File: config.mk
export PLATFORM = sky130hd
export DESIGN_NAME = shift_lifo_stack
export DESIGN_NICKNAME = d
export VERILOG_FILES = /design/src/rtl/shstk_pkg.sv /design/src/rtl/shstk_ctrl.sv /design/src/rtl/shstk_cell.sv /design/src/rtl/shstk_rdport.sv /design/src/rtl/shift_lifo_stack.sv
export SDC_FILE = /design/constraint.sdc
export NUM_CORES = 1
export LEC_CHECK = 0
export BUFFER_PORTS_ARGS = -buffer_cell sky130_fd_sc_hd__clkbuf_2
export CAP_MARGIN = 10
export CORE_ASPECT_RATIO = 2
export CORE_UTILIZATION = 46
export CTS_BUF_LIST = sky130_fd_sc_hd__clkbuf_4 sky130_fd_sc_hd__clkbuf_8
export DETAILED_ROUTE_END_ITERATION = 8
export SYNTH_ARGS = -nofsm -noshare
export SYNTH_HDL_FRONTEND = slang
export SYNTH_SLANG_ARGS = --single-unit
export TNS_END_PERCENT = 10
File: constraint.sdc
create_clock -name clk -period 3.5 [get_ports clk]
set_clock_uncertainty 0.1 [all_clocks]
set_input_delay 0.35 -clock clk [delete_from_list [all_inputs] [get_ports clk]]
set_output_delay 0.35 -clock clk [all_outputs]
set_load 0.02 [all_outputs]
File: src/rtl/shstk_pkg.sv
package shstk_pkg;
  typedef enum logic [1:0] {
    SH_HOLD = 2'd0,
    SH_PUSH = 2'd1,
    SH_POP  = 2'd2,
    SH_SWAP = 2'd3
  } shift_op_t;
endpackage

File: src/rtl/shstk_ctrl.sv
module shstk_ctrl
  import shstk_pkg::*;
#(
  parameter int N  = 8,
  parameter int CW = $clog2(N + 1)
) (
  input  logic          clk,
  input  logic          rst,
  input  logic          push_i,
  input  logic          pop_i,
  output shift_op_t     op_o,
  output logic [CW-1:0] count_q,
  output logic          full_q,
  output logic          empty_q,
  output logic          ovf_q,
  output logic          udf_q
);
  localparam logic [CW-1:0] DEPTH = CW'(N);

  logic          has_word;
  logic          has_room;
  logic [CW-1:0] cnt_nxt;

  assign has_word = (count_q != '0);
  assign has_room = (count_q != DEPTH);

  // decide how the cell chain moves this cycle
  always_comb begin
    op_o = SH_HOLD;
    if (push_i && pop_i)
      op_o = has_word ? SH_SWAP : SH_PUSH;
    else if (push_i)
      op_o = has_room ? SH_PUSH : SH_HOLD;
    else if (pop_i)
      op_o = has_word ? SH_POP : SH_HOLD;
  end

  always_comb begin
    case (op_o)
      SH_PUSH: cnt_nxt = count_q + CW'(1);
      SH_POP:  cnt_nxt = count_q - CW'(1);
      default: cnt_nxt = count_q;
    endcase
  end

  always_ff @(posedge clk) begin
    if (rst) begin
      count_q <= '0;
      full_q  <= 1'b0;
      empty_q <= 1'b1;
      ovf_q   <= 1'b0;
      udf_q   <= 1'b0;
    end else begin
      count_q <= cnt_nxt;
      full_q  <= (cnt_nxt == DEPTH);
      empty_q <= (cnt_nxt == '0);
      ovf_q   <= push_i && !pop_i && !has_room;
      udf_q   <= pop_i && !has_word;
    end
  end
endmodule

File: src/rtl/shstk_cell.sv
module shstk_cell
  import shstk_pkg::*;
#(
  parameter int W      = 16,
  parameter bit IS_TOP = 1'b0
) (
  input  logic         clk,
  input  logic         rst,
  input  shift_op_t    op_i,
  input  logic [W-1:0] above_i,
  input  logic [W-1:0] below_i,
  output logic [W-1:0] q_o
);
  always_ff @(posedge clk) begin
    if (rst) begin
      q_o <= '0;
    end else begin
      case (op_i)
        SH_PUSH: q_o <= above_i;
        SH_POP:  q_o <= below_i;
        SH_SWAP: if (IS_TOP) q_o <= above_i;
        default: ;
      endcase
    end
  end
endmodule

File: src/rtl/shstk_rdport.sv
module shstk_rdport #(
  parameter int N  = 8,
  parameter int W  = 16,
  parameter int IW = $clog2(N),
  parameter int CW = $clog2(N + 1)
) (
  input  logic                clk,
  input  logic                rst,
  input  logic [N-1:0][W-1:0] cells_i,
  input  logic [CW-1:0]       count_i,
  input  logic                pop_i,
  input  logic                peek_i,
  input  logic                rd_i,
  input  logic [IW-1:0]       idx_i,
  output logic [W-1:0]        top_o,
  output logic                top_vld_o,
  output logic [W-1:0]        rd_data_o,
  output logic                rd_vld_o,
  output logic                rd_bad_o
);
  logic top_hit;
  logic in_range;

  assign top_hit  = (pop_i || peek_i) && (count_i != '0);
  assign in_range = (CW'(idx_i) < count_i);

  always_ff @(posedge clk) begin
    if (rst) begin
      top_o     <= '0;
      top_vld_o <= 1'b0;
      rd_data_o <= '0;
      rd_vld_o  <= 1'b0;
      rd_bad_o  <= 1'b0;
    end else begin
      top_vld_o <= top_hit;
      top_o     <= top_hit ? cells_i[0] : '0;
      rd_vld_o  <= rd_i && in_range;
      rd_bad_o  <= rd_i && !in_range;
      rd_data_o <= (rd_i && in_range) ? cells_i[idx_i] : '0;
    end
  end
endmodule

File: src/rtl/shift_lifo_stack.sv
module shift_lifo_stack
  import shstk_pkg::*;
#(
  parameter int N  = 8,
  parameter int W  = 16,
  parameter int IW = $clog2(N),
  parameter int CW = $clog2(N + 1)
) (
  input  logic          clk,
  input  logic          rst,
  input  logic          push_i,
  input  logic          pop_i,
  input  logic          peek_i,
  input  logic          rd_i,
  input  logic [IW-1:0] rd_idx_i,
  input  logic [W-1:0]  din_i,
  output logic [W-1:0]  top_o,
  output logic          top_vld_o,
  output logic [W-1:0]  rd_data_o,
  output logic          rd_vld_o,
  output logic          rd_bad_o,
  output logic [CW-1:0] count_o,
  output logic          full_o,
  output logic          empty_o,
  output logic          ovf_o,
  output logic          udf_o
);
  shift_op_t           op;
  logic [N-1:0][W-1:0] cells;

  shstk_ctrl #(.N(N), .CW(CW)) ctrl_i (
    .clk     (clk),
    .rst     (rst),
    .push_i  (push_i),
    .pop_i   (pop_i),
    .op_o    (op),
    .count_q (count_o),
    .full_q  (full_o),
    .empty_q (empty_o),
    .ovf_q   (ovf_o),
    .udf_q   (udf_o)
  );

  for (genvar k = 0; k < N; k++) begin : g_cell
    logic [W-1:0] above;
    logic [W-1:0] below;
    if (k == 0) begin : g_top
      assign above = din_i;
    end else begin : g_mid
      assign above = cells[k-1];
    end
    if (k == N - 1) begin : g_bot
      assign below = '0;
    end else begin : g_up
      assign below = cells[k+1];
    end
    shstk_cell #(.W(W), .IS_TOP(k == 0)) cell_i (
      .clk     (clk),
      .rst     (rst),
      .op_i    (op),
      .above_i (above),
      .below_i (below),
      .q_o     (cells[k])
    );
  end

  shstk_rdport #(.N(N), .W(W), .IW(IW), .CW(CW)) rdport_i (
    .clk       (clk),
    .rst       (rst),
    .cells_i   (cells),
    .count_i   (count_o),
    .pop_i     (pop_i),
    .peek_i    (peek_i),
    .rd_i      (rd_i),
    .idx_i     (rd_idx_i),
    .top_o     (top_o),
    .top_vld_o (top_vld_o),
    .rd_data_o (rd_data_o),
    .rd_vld_o  (rd_vld_o),
    .rd_bad_o  (rd_bad_o)
  );
endmodule

==> impl_results.md, run 1 <==
* Pwr dens at 631 nW/µm²
* Startpoint types: flip-flop
* Ys Warns at 0
* Critical R2R Launch: ctrl_i.count_q[3]
* Met1 Resource Use GR at 0.254
* Clock latency on the worst-skew pair at around 0.45 ns
* Vias in the first global route at about 5,500
* # rows at 68
* Cell Count, Final, Fillers Out at 1,108
* Syn Nets at around 900
* Slowest cell on the critical path: dfxtp_1
* Final Hold Viols at 0
* Worst Hold Launch: push_i
* First-pass GRT wire length at approximately 28,000 µm
* Routed len/inst at 15.4 µm
* Antenna violations before repair at 0
* Final ANT Viol Nets at 0
* Worst Setup EP: ctrl_i.full_q
* Clock tree sinks at 171
* FF+latch count, synth at 171
* GR Util met3 at 0.0359
* Gr busiest metal: met2
* Tcrit/Tclk final at 0.822
* Post-CTS Setup Bufs at 0
* Clock root buffer: clkbuf_8
* WP data arrival at about 3.2 ns
* H-Tree Depth at 4
* Via count at about 6,000
* Grt ovf at 0
* Unrepaired setup endpoints after global routing: false
* Commonest non-fill, non-tap cell in the layout: nor2_1
* Worst Path Max Fanout at 9
* Layout cells sized above 1 at 0.165
* Placer Congestion at 0.751
* Static leakage at 3.28 nW
* Crit path largest cell delay at ~0.53 ns
* Final Critical Period at 2.88 ns
* Reg2reg end: ctrl_i.full_q
* GRT Util Overall at 0.199
* CTS Buf Count at 17
* Hold slack at 0.0685 ns
* CTS tree: built
* Status: finished clean
* PortBufs at 67
* CTS clk-pin slew, worst paths at 0.09 ns
* # DRC at 0
* Crit path cell chain: nand2b_1, o41ai_4, ha_4, inv_1, fa_1, nand3b_1, nor3_1, or3b_2, a31oi_1
* Diodes inserted at 0
* Crit end category: flip-flop
* 1st-pass router iterations at 5
* Worst vdd ir at ~500 µV
* Hold crit path type: in2reg
* Slew margin rel. at 0.293
* M2 GR Usage at 0.329
* Max-Cap Viols at 0
* Total detailed-routing wirelength at 17,100 µm
* Max Freq at 348 MHz
* Seq/Total Area, Yosys at 0.426
* CTS Hold Buffers Added at 0
* Syn Area/Cell at between 9 and 10 µm²
* Pre-CTS setup slack at 0.665 ns
* Area grow syn2layout at 10.2%
* Worst Path Class, Setup: reg2reg
* Die H at 189 µm
* Initial Util at 0.467
* Cell taking the most area after synthesis: dfxtp_1
* Net count, final at 917
* Slew Limit Fails at 0
* Commonest cells after routing, fill and taps aside: nor2_1, dfxtp_1, mux2i_1
* Die width at 95.4 µm
* CP Data Required Time at 3.78 ns
* Post_cts resized at 0
* DP Cell Count at 1,076
* Worst Setup SP: ctrl_i.count_q[3]
* R2r worst-path depth at 9
* Min-Delay Path Depth at 3
* DRT iter0 DRCs at 280
* TNS Setup at 0 ns
* Final Setup Violations at 0
* Clock buffer depth at 2
* Post-synthesis cell area at 8030 µm²
* I/O pins at 68
* Slew of the pin with the lowest slew margin at 1.06 ns
* Setup WS post-layout at 0.623 ns
* Cells after Synth at ~860
* Via-to-Cell Ratio at 5.46
* Placeable Area at 17,200 µm²
* Post-synth cell types at 36
* Post-DP HPWL at around 10,000 µm
* Final core utilization at 0.515
* Largest net degree at the start of global routing at 145
* Top cell type's share of synthesized area at 0.426
* Largest cells by area after synthesis: dfxtp_1, mux2i_1, nor2_1
* R2R Setup Slk at 0.62 ns
* Die area at around 18,000 µm²
-- how the worst min path moves through the flow --
stage,end,slack [ns]
2_1_floorplan,ctrl_i.ovf_q,0.37
3_3_place_gp,g_cell[7].cell_i.q_o[4],0.39
3_5_place_dp,rdport_i.top_o[8],0.40
4_1_cts,ctrl_i.ovf_q,0.04
5_1_grt,ctrl_i.ovf_q,0.06
6_report,ctrl_i.ovf_q,0.07
-- Yosys cell counts --
cell type,n
a211oi_1,33
a21o_1,2
a21oi_1,116
a31oi_1,1
and2_1,16
and3b_1,1
buf_1,10
buf_12,1
buf_2,15
buf_4,3
buf_6,2
clkbuf_1,45
clkinv_1,1
dfxtp_1,171
fa_1,1
ha_1,6
inv_1,7
mux2i_1,129
mux4_2,32
nand2b_1,3
nand3_1,2
nand3b_1,1
nor2_1,230
nor2b_1,1
nor3_1,5
nor3b_1,17
nor4_2,1
nor4b_1,1
o21a_1,1
o21ai_0,2
o31ai_1,1
o41ai_2,1
or3b_2,2
or4_1,1
xnor2_1,1
xor2_1,1
-- per-layer routing --
metal	routed length, µm	vias to the layer above
met1	7950	2879
met4	329	0
met3	536	18
met5	0	-
li1	-	3057
met2	8280	97
-- cell families (layout without fill, tap and decap cells) --
family / count (synthesis) / count (layout) / share of synthesized area
AOI/OAI and AO/OA: 157 / 157 / 0.111
xor gates and xnor gates: 2 / 2 / 0.00218
adders and majority gates: 7 / 7 / 0.0118
buffers and inverters: 84 / 119 / 0.0469
DFF: 171 / 171 / 0.426
muxes: 161 / 161 / 0.251
and+or+nand+nor: 281 / 281 / 0.151
-- critical path: cells and delay by family, from the launching register on --
kind / cells / cell delay (ns)
AO/OA/AOI/OAI: 2 / 0.43
flip-flops: 1 / 0.53
buffers and inverters: 1 / 0.08
AND/OR/NAND/NOR: 4 / 0.92
adder cells (fa/ha/maj): 2 / 0.75
-- where the power goes --
part | leakage (nW) | switching, W | total (W) | internal [W]
sequential | 1.38 | 0.000178 | 0.00229 | 0.00211
combinational | 1.69 | 0.00121 | 0.00185 | 0.000641
clock | 0.203 | 0.000738 | 0.00144 | 0.000699
-- per-stage QoR --
stage	total power (W)	cell area, µm²
after global placement	0.00417	8430
after detailed placement	0.00419	8430
after floorplan	0.00377	8030
after global routing	0.00590	8850
after CTS	0.00562	8850
final	0.00558	8850
-- registers in the layout, summed over array words and instances, names as in the netlist --
signal and count:
ctrl_i.full_q 1, ctrl_i.empty_q 1, rdport_i.rd_data_o 16, ctrl_i.udf_q 1, ctrl_i.ovf_q 1, rdport_i.top_o 16, g_cell.cell_i.q_o 128, rdport_i.top_vld_o 1
rdport_i.rd_vld_o 1, rdport_i.rd_bad_o 1, ctrl_i.count_q 4
-- area by class of cell --
cell class	instances	area [µm²]
clock buffer	20	275
clock inverter	12	136
fill	1632	8340
inverter	8	30.0
multi-input combinational	608	4250
sequential	171	3420
tap	210	263
timing repair buffer	79	465
Note: power is estimated with default switching activity, not from simulation.
==> run 2: changes to the inputs <==
Clock period 3.5 ns to 2.7 ns, I/O delays scaled along.
==> impl_results.md, run 2 (synthesis results as in run 1) <==
* Routed len/inst at between 15 and 20 µm
* Die width at 95.4 µm
* Diodes inserted at 0
* CTS clk-pin slew, worst paths at 0.10 ns
* GRT Util Overall at 0.213
* Slew margin rel. at 0.486
* Area grow syn2layout at 12.9%
* Status: finished clean
* Post-DP HPWL at 11,600 µm
* Cell Count, Final, Fillers Out at approximately 1,100
* Worst Path Max Fanout at 3
* H-Tree Depth at 4
* Final Critical Period at 2.69 ns
* Hold crit path type: in2reg
* Clock tree sinks at 171
* Static leakage at around 3.4 nW
* Slew of the pin with the lowest slew margin at 0.771 ns
* # DRC at 0
* Placeable Area at ~17,000 µm²
* Max Freq at 371 MHz
* Sw Ratio at 0.382
* Unrepaired setup endpoints after global routing: true
* Clock root buffer: clkbuf_8
* Via count at around 6,200
* Clock buffer depth at 2
* Largest regs: g_cell.cell_i.q_o: 128 flops, rdport_i.rd_data_o: 16 flops, rdport_i.top_o: 16 flops
* Crit end category: flip-flop
* Antenna violations before repair at 0
* # rows at 68
* Largest register by flop count: g_cell.cell_i.q_o
* Sw Pwr at 0.00285 W
* Max-Cap Viols at 0
* Die H at 189 µm
* Via-to-Cell Ratio at 5.55
* First-pass GRT wire length at 29,700 µm
* Final Setup Violations at 0
* Total power at 0.00746 W
* Clock latency on the worst-skew pair at 0.46 ns
* Grt ovf at 0
* Worst vdd ir at roughly 500 µV
* Startpoint types: flip-flop
* PortBufs at 67
* Placer Congestion at 0.831
* Pwr dens at 823 nW/µm²
* Net count, final at 934
* Slew Limit Fails at 0
* Min-Delay Path Depth at 3
* I/O pins at 68
* Final ANT Viol Nets at 0
* Tcrit/Tclk final at 0.997
* Total detailed-routing wirelength at 18,500 µm
* Die area at 18,000 µm²
* CTS tree: built
* Hold slack at around 0.024 ns
* Largest net degree at the start of global routing at ~140
* Commonest non-fill, non-tap cell in the layout: nor2_1
* Internal cell power at 0.00461 W
* CTS Buf Count at 17
* Worst Path Class, Setup: reg2reg
* Vias in the first global route at 5,932
* Initial Util at 0.467
* TNS Setup at 0 ns
* Commonest cells after routing, fill and taps aside: nor2_1, dfxtp_1, mux2i_1
* Clock power share at 0.245
* 1st-pass router iterations at 5
* Combinational fraction of design power at 0.359
* Layout cells sized above 1 at 0.187
* R2r worst-path depth at 8
* DRT iter0 DRCs at around 250
* WP data arrival at ~3.0 ns
* CP Data Required Time at 2.99 ns
* Final Hold Viols at 0
* Flop pwr share at 0.396
* DP Cell Count at around 1,100
* Max reg flops at 128
run 2: cell types whose count changed in the layout (fill, tap and decap cells not counted), moves of 2 or more:
cell,change
dfxtp_4,+2
buf_4,+13
clkinv_4,+2
dfxtp_1,-2
inv_6,-3
nor3_1,-2
clkinvlp_4,+2
dlygate4sd3_1,+2
nor3_2,+2
run 2: cell type report:
cell class | instances | area [µm²]
inverters | 8 | 30.0
clock inverters | 13 | 143
flip-flops and latches | 171 | 3430
well taps | 210 | 263
multi-input cells | 608 | 4300
fillers | 1628 | 8120
repair buffers | 96 | 631
clock buffers | 19 | 262
run 2: power groups by stage:
stage          Sequential [W]  Combinational (W)  Clock, W
6_report              0.00295            0.00268   0.00183
5_1_grt               0.00299            0.00290   0.00198
4_1_cts               0.00295            0.00260   0.00188
3_5_place_dp          0.00301            0.00256         0
3_3_place_gp          0.00299            0.00247         0
2_1_floorplan         0.00304            0.00188         0
run 2: per-stage QoR:
step,cell area [µm²],worst slack [ns],utilization
5_1_grt,9060,-0.0962,0.527
3_3_place_gp,8530,0.0727,0.496
2_1_floorplan,8070,-0.209,-
6_report,9060,0.00745,0.527
3_5_place_dp,8530,-0.0548,0.496
4_1_cts,9000,0.0327,0.523
run 2: per-layer routing:
| layer | vias to the layer above | wire (µm) | GRT usage | part of all wire |
|---|---|---|---|---|
| li1 | 3092 | - | - | - |
| met1 | 3000 | 7920 | 0.251 | 0.43 |
| met2 | 132 | 9500 | 0.368 | 0.51 |
| met4 | 0 | 335 | 0.0838 | 0.018 |
| met5 | - | 0 | 0 | 0 |
| met3 | 20 | 703 | 0.0456 | 0.038 |
run 2: worst paths after layout:
check | startpoint | slack [ns] | endpoint
setup reg to reg | ctrl_i.count_q[1] | 0.007 | ctrl_i.full_q
setup / recovery | ctrl_i.count_q[1] | 0.007 | ctrl_i.full_q
hold reg to reg | g_cell[0].cell_i.q_o[6] | 0.41 | rdport_i.top_o[6]
hold / removal | din_i[10] | 0.02 | g_cell[0].cell_i.q_o[10]
run 2: repair_timing:
item,4_1_cts,5_1_grt
hold endpoints to repair,2,0
pin swaps,4,5
setup endpoints to repair,1,26
setup buffers,4,3
resized for setup,2,6
hold buffers,2,0
run 2: critical path, stage by stage (launching register included):
cell      delay [ns]
dfxtp_1         0.39
o41ai_4         0.43
ha_4            0.20
inv_1           0.08
fa_1            0.52
nand3b_1        0.13
nor3_2          0.22
or3b_4          0.42
a31oi_4         0.13
==> run 3: changes to the inputs <==
Settings changed: PLACE_DENSITY set to 0.75.
==> impl_results.md, run 3 (synthesis results as in run 1) <==
* R2r worst-path depth at 9
* Commonest cells after routing, fill and taps aside: nor2_1, dfxtp_1, mux2i_1
* Failing checks: setup timing
* CTS clk-pin slew, worst paths at ~0.090 ns
* Placed Instance Area at 8510 µm²
* Worst Path Class, Setup: reg2reg
* Largest net degree at the start of global routing at between 100 and 150
* Crit path cell chain: nand2b_4, o41ai_4, ha_4, inv_2, fa_1, nand3b_1, nor3_2, or3b_4, a31oi_1
* Worst Path Max Fanout at 6
* Clock buffer depth at 2
* Cell Count, Final, Fillers Out at between 1,000 and 1,500
* Post-DP HPWL at 10,600 µm
* Layout cells sized above 1 at 0.184
* Final core utilization at 0.526
* WP buf/inv at 1
* Placer Congestion at 0.761
* Routed len/inst at about 15 µm
* Max reg flops at 128
* Final Critical Period at 2.80 ns
* CP Data Required Time at approximately 3.0 ns
* WP data arrival at 3.09 ns
* Clock tree sinks at 171
* I/O pins at 68
* Placeable Area at 17,200 µm²
* Die area at approximately 18,000 µm²
* CTS Buf Count at 17
* Net count, final at 930
* Commonest non-fill, non-tap cell in the layout: nor2_1
* 1st-pass router iterations at 4
* Final ANT Viol Nets at 0
* Crit path largest cell delay at 0.57 ns
* Reg2reg end: ctrl_i.full_q
* Max Freq at 357 MHz
* Hold crit path type: in2reg
* Initial Util at 0.467
* Unrepaired setup endpoints after global routing: true
* Tcrit/Tclk final at 1.04
* Static leakage at approximately 3.4 nW
* Non-Filler Cell Area, Final at 9040 µm²
* Slew margin rel. at 0.336
* Pwr dens at 830 nW/µm²
* PortBufs at between 60 and 70
* CTS tree: built
* Slowest cell on the critical path: fa_1
* Slew of the pin with the lowest slew margin at ~1 ns
* Die width at around 95 µm
* Largest regs: g_cell.cell_i.q_o: 128 flops, rdport_i.rd_data_o: 16 flops, rdport_i.top_o: 16 flops
* Via count at 6,245
* Layout fillers at 1,517
* Antenna violations before repair at 0
* Die H at roughly 190 µm
* Grt ovf at 0
* Hold slack at 0.0214 ns
* Worst Setup SP: ctrl_i.count_q[3]
* Worst Hold Endpoint: g_cell[0].cell_i.q_o[5]
* GRT Util Overall at 0.198
* Critical R2R Launch: ctrl_i.count_q[3]
* Clock root buffer: clkbuf_8
* First-pass GRT wire length at around 28,000 µm
* R2R Setup Slk at -0.1 ns
* CP top delay family: adder cells
* Largest register by flop count: g_cell.cell_i.q_o
* TNS Setup at -0.185 ns
* Status: finished with violations
* Slew Limit Fails at 0
* Via-to-Cell Ratio at 5.57
* Total detailed-routing wirelength at roughly 17,000 µm
* Setup WS post-layout at -0.0998 ns
* DRT iter0 DRCs at 421
* H-Tree Depth at 4
* Max-Cap Viols at 0
* Final Setup Violations at 2
* DP Cell Count at 1,081
* Min-Delay Path Depth at 3
* Area grow syn2layout at 12.6%
* Diodes inserted at 0
* # rows at just under 70
* Worst Hold Launch: din_i[5]
* Final Hold Viols at 0
* Clock latency on the worst-skew pair at about 0.47 ns
* # DRC at 0
* Worst vdd ir at roughly 740 µV
* Crit end category: flip-flop
* Startpoint types: flip-flop
* Vias in the first global route at 5,796
==> run 3: final cells by class <==
class / count / area [µm²] / area share
Multi-Input combinational cell: 608 / 4280 / 0.474
Clock buffer: 18 / 248 / 0.0274
Clock inverter: 14 / 184 / 0.0203
Inverter: 8 / 30.0 / 0.00332
Sequential cell: 171 / 3430 / 0.380
Tap cell: 210 / 263 / 0.0291
Timing Repair Buffer: 92 / 601 / 0.0664
==> run 3: metrics by stage <==
stage | power (W) | setup slack [ns]
final | 0.00751 | -0.0998
after floorplan | 0.00492 | -0.209
after global routing | 0.00791 | -0.196
after global placement | 0.00545 | 0.0671
after CTS | 0.00745 | -0.0398
after detailed placement | 0.00551 | -0.0667
==> run 3: power by group <==
group	total (W)	internal [W]	switching, W
Clock	0.00196	0.000961	0.000995
Combinational	0.00260	0.000940	0.00166
Sequential	0.00296	0.00275	0.000206
Total	0.00751	0.00465	0.00286
==> run 3: worst max-delay path by stage <==
| stage | to | slack (ns) | cells past startpoint |
|---|---|---|---|
| 2_1_floorplan | ctrl_i.full_q | -0.21 | 12 |
| 3_3_place_gp | ctrl_i.full_q | 0.07 | 10 |
| 3_5_place_dp | ctrl_i.full_q | -0.07 | 10 |
| 4_1_cts | ctrl_i.full_q | -0.04 | 9 |
| 5_1_grt | ctrl_i.full_q | -0.20 | 9 |
| 6_report | ctrl_i.full_q | -0.1 | 9 |
==> run 3: per-layer routing <==
layer | wire [µm] | global-route usage
met5 | 0 | 0
met4 | 488 | 0.0924
met3 | 437 | 0.0315
met2 | 9050 | 0.346
met1 | 7370 | 0.230
==> run 3: repair_timing <==
item	in CTS	in global routing
endpoints found under the hold margin	2	0
setup buffers	0	6
hold buffers	2	0
endpoints found under the setup margin	1	3
resized for setup	0	9
pin swaps	0	6
==> run 3: worst min-delay path, delay by kind of cell <==
| kind | cells | cell delay [ns] |
|---|---|---|
| AO/OA/AOI/OAI | 1 | 0.08 |
| buffers and inverters | 1 | 0.08 |
| multiplexers | 1 | 0.12 |
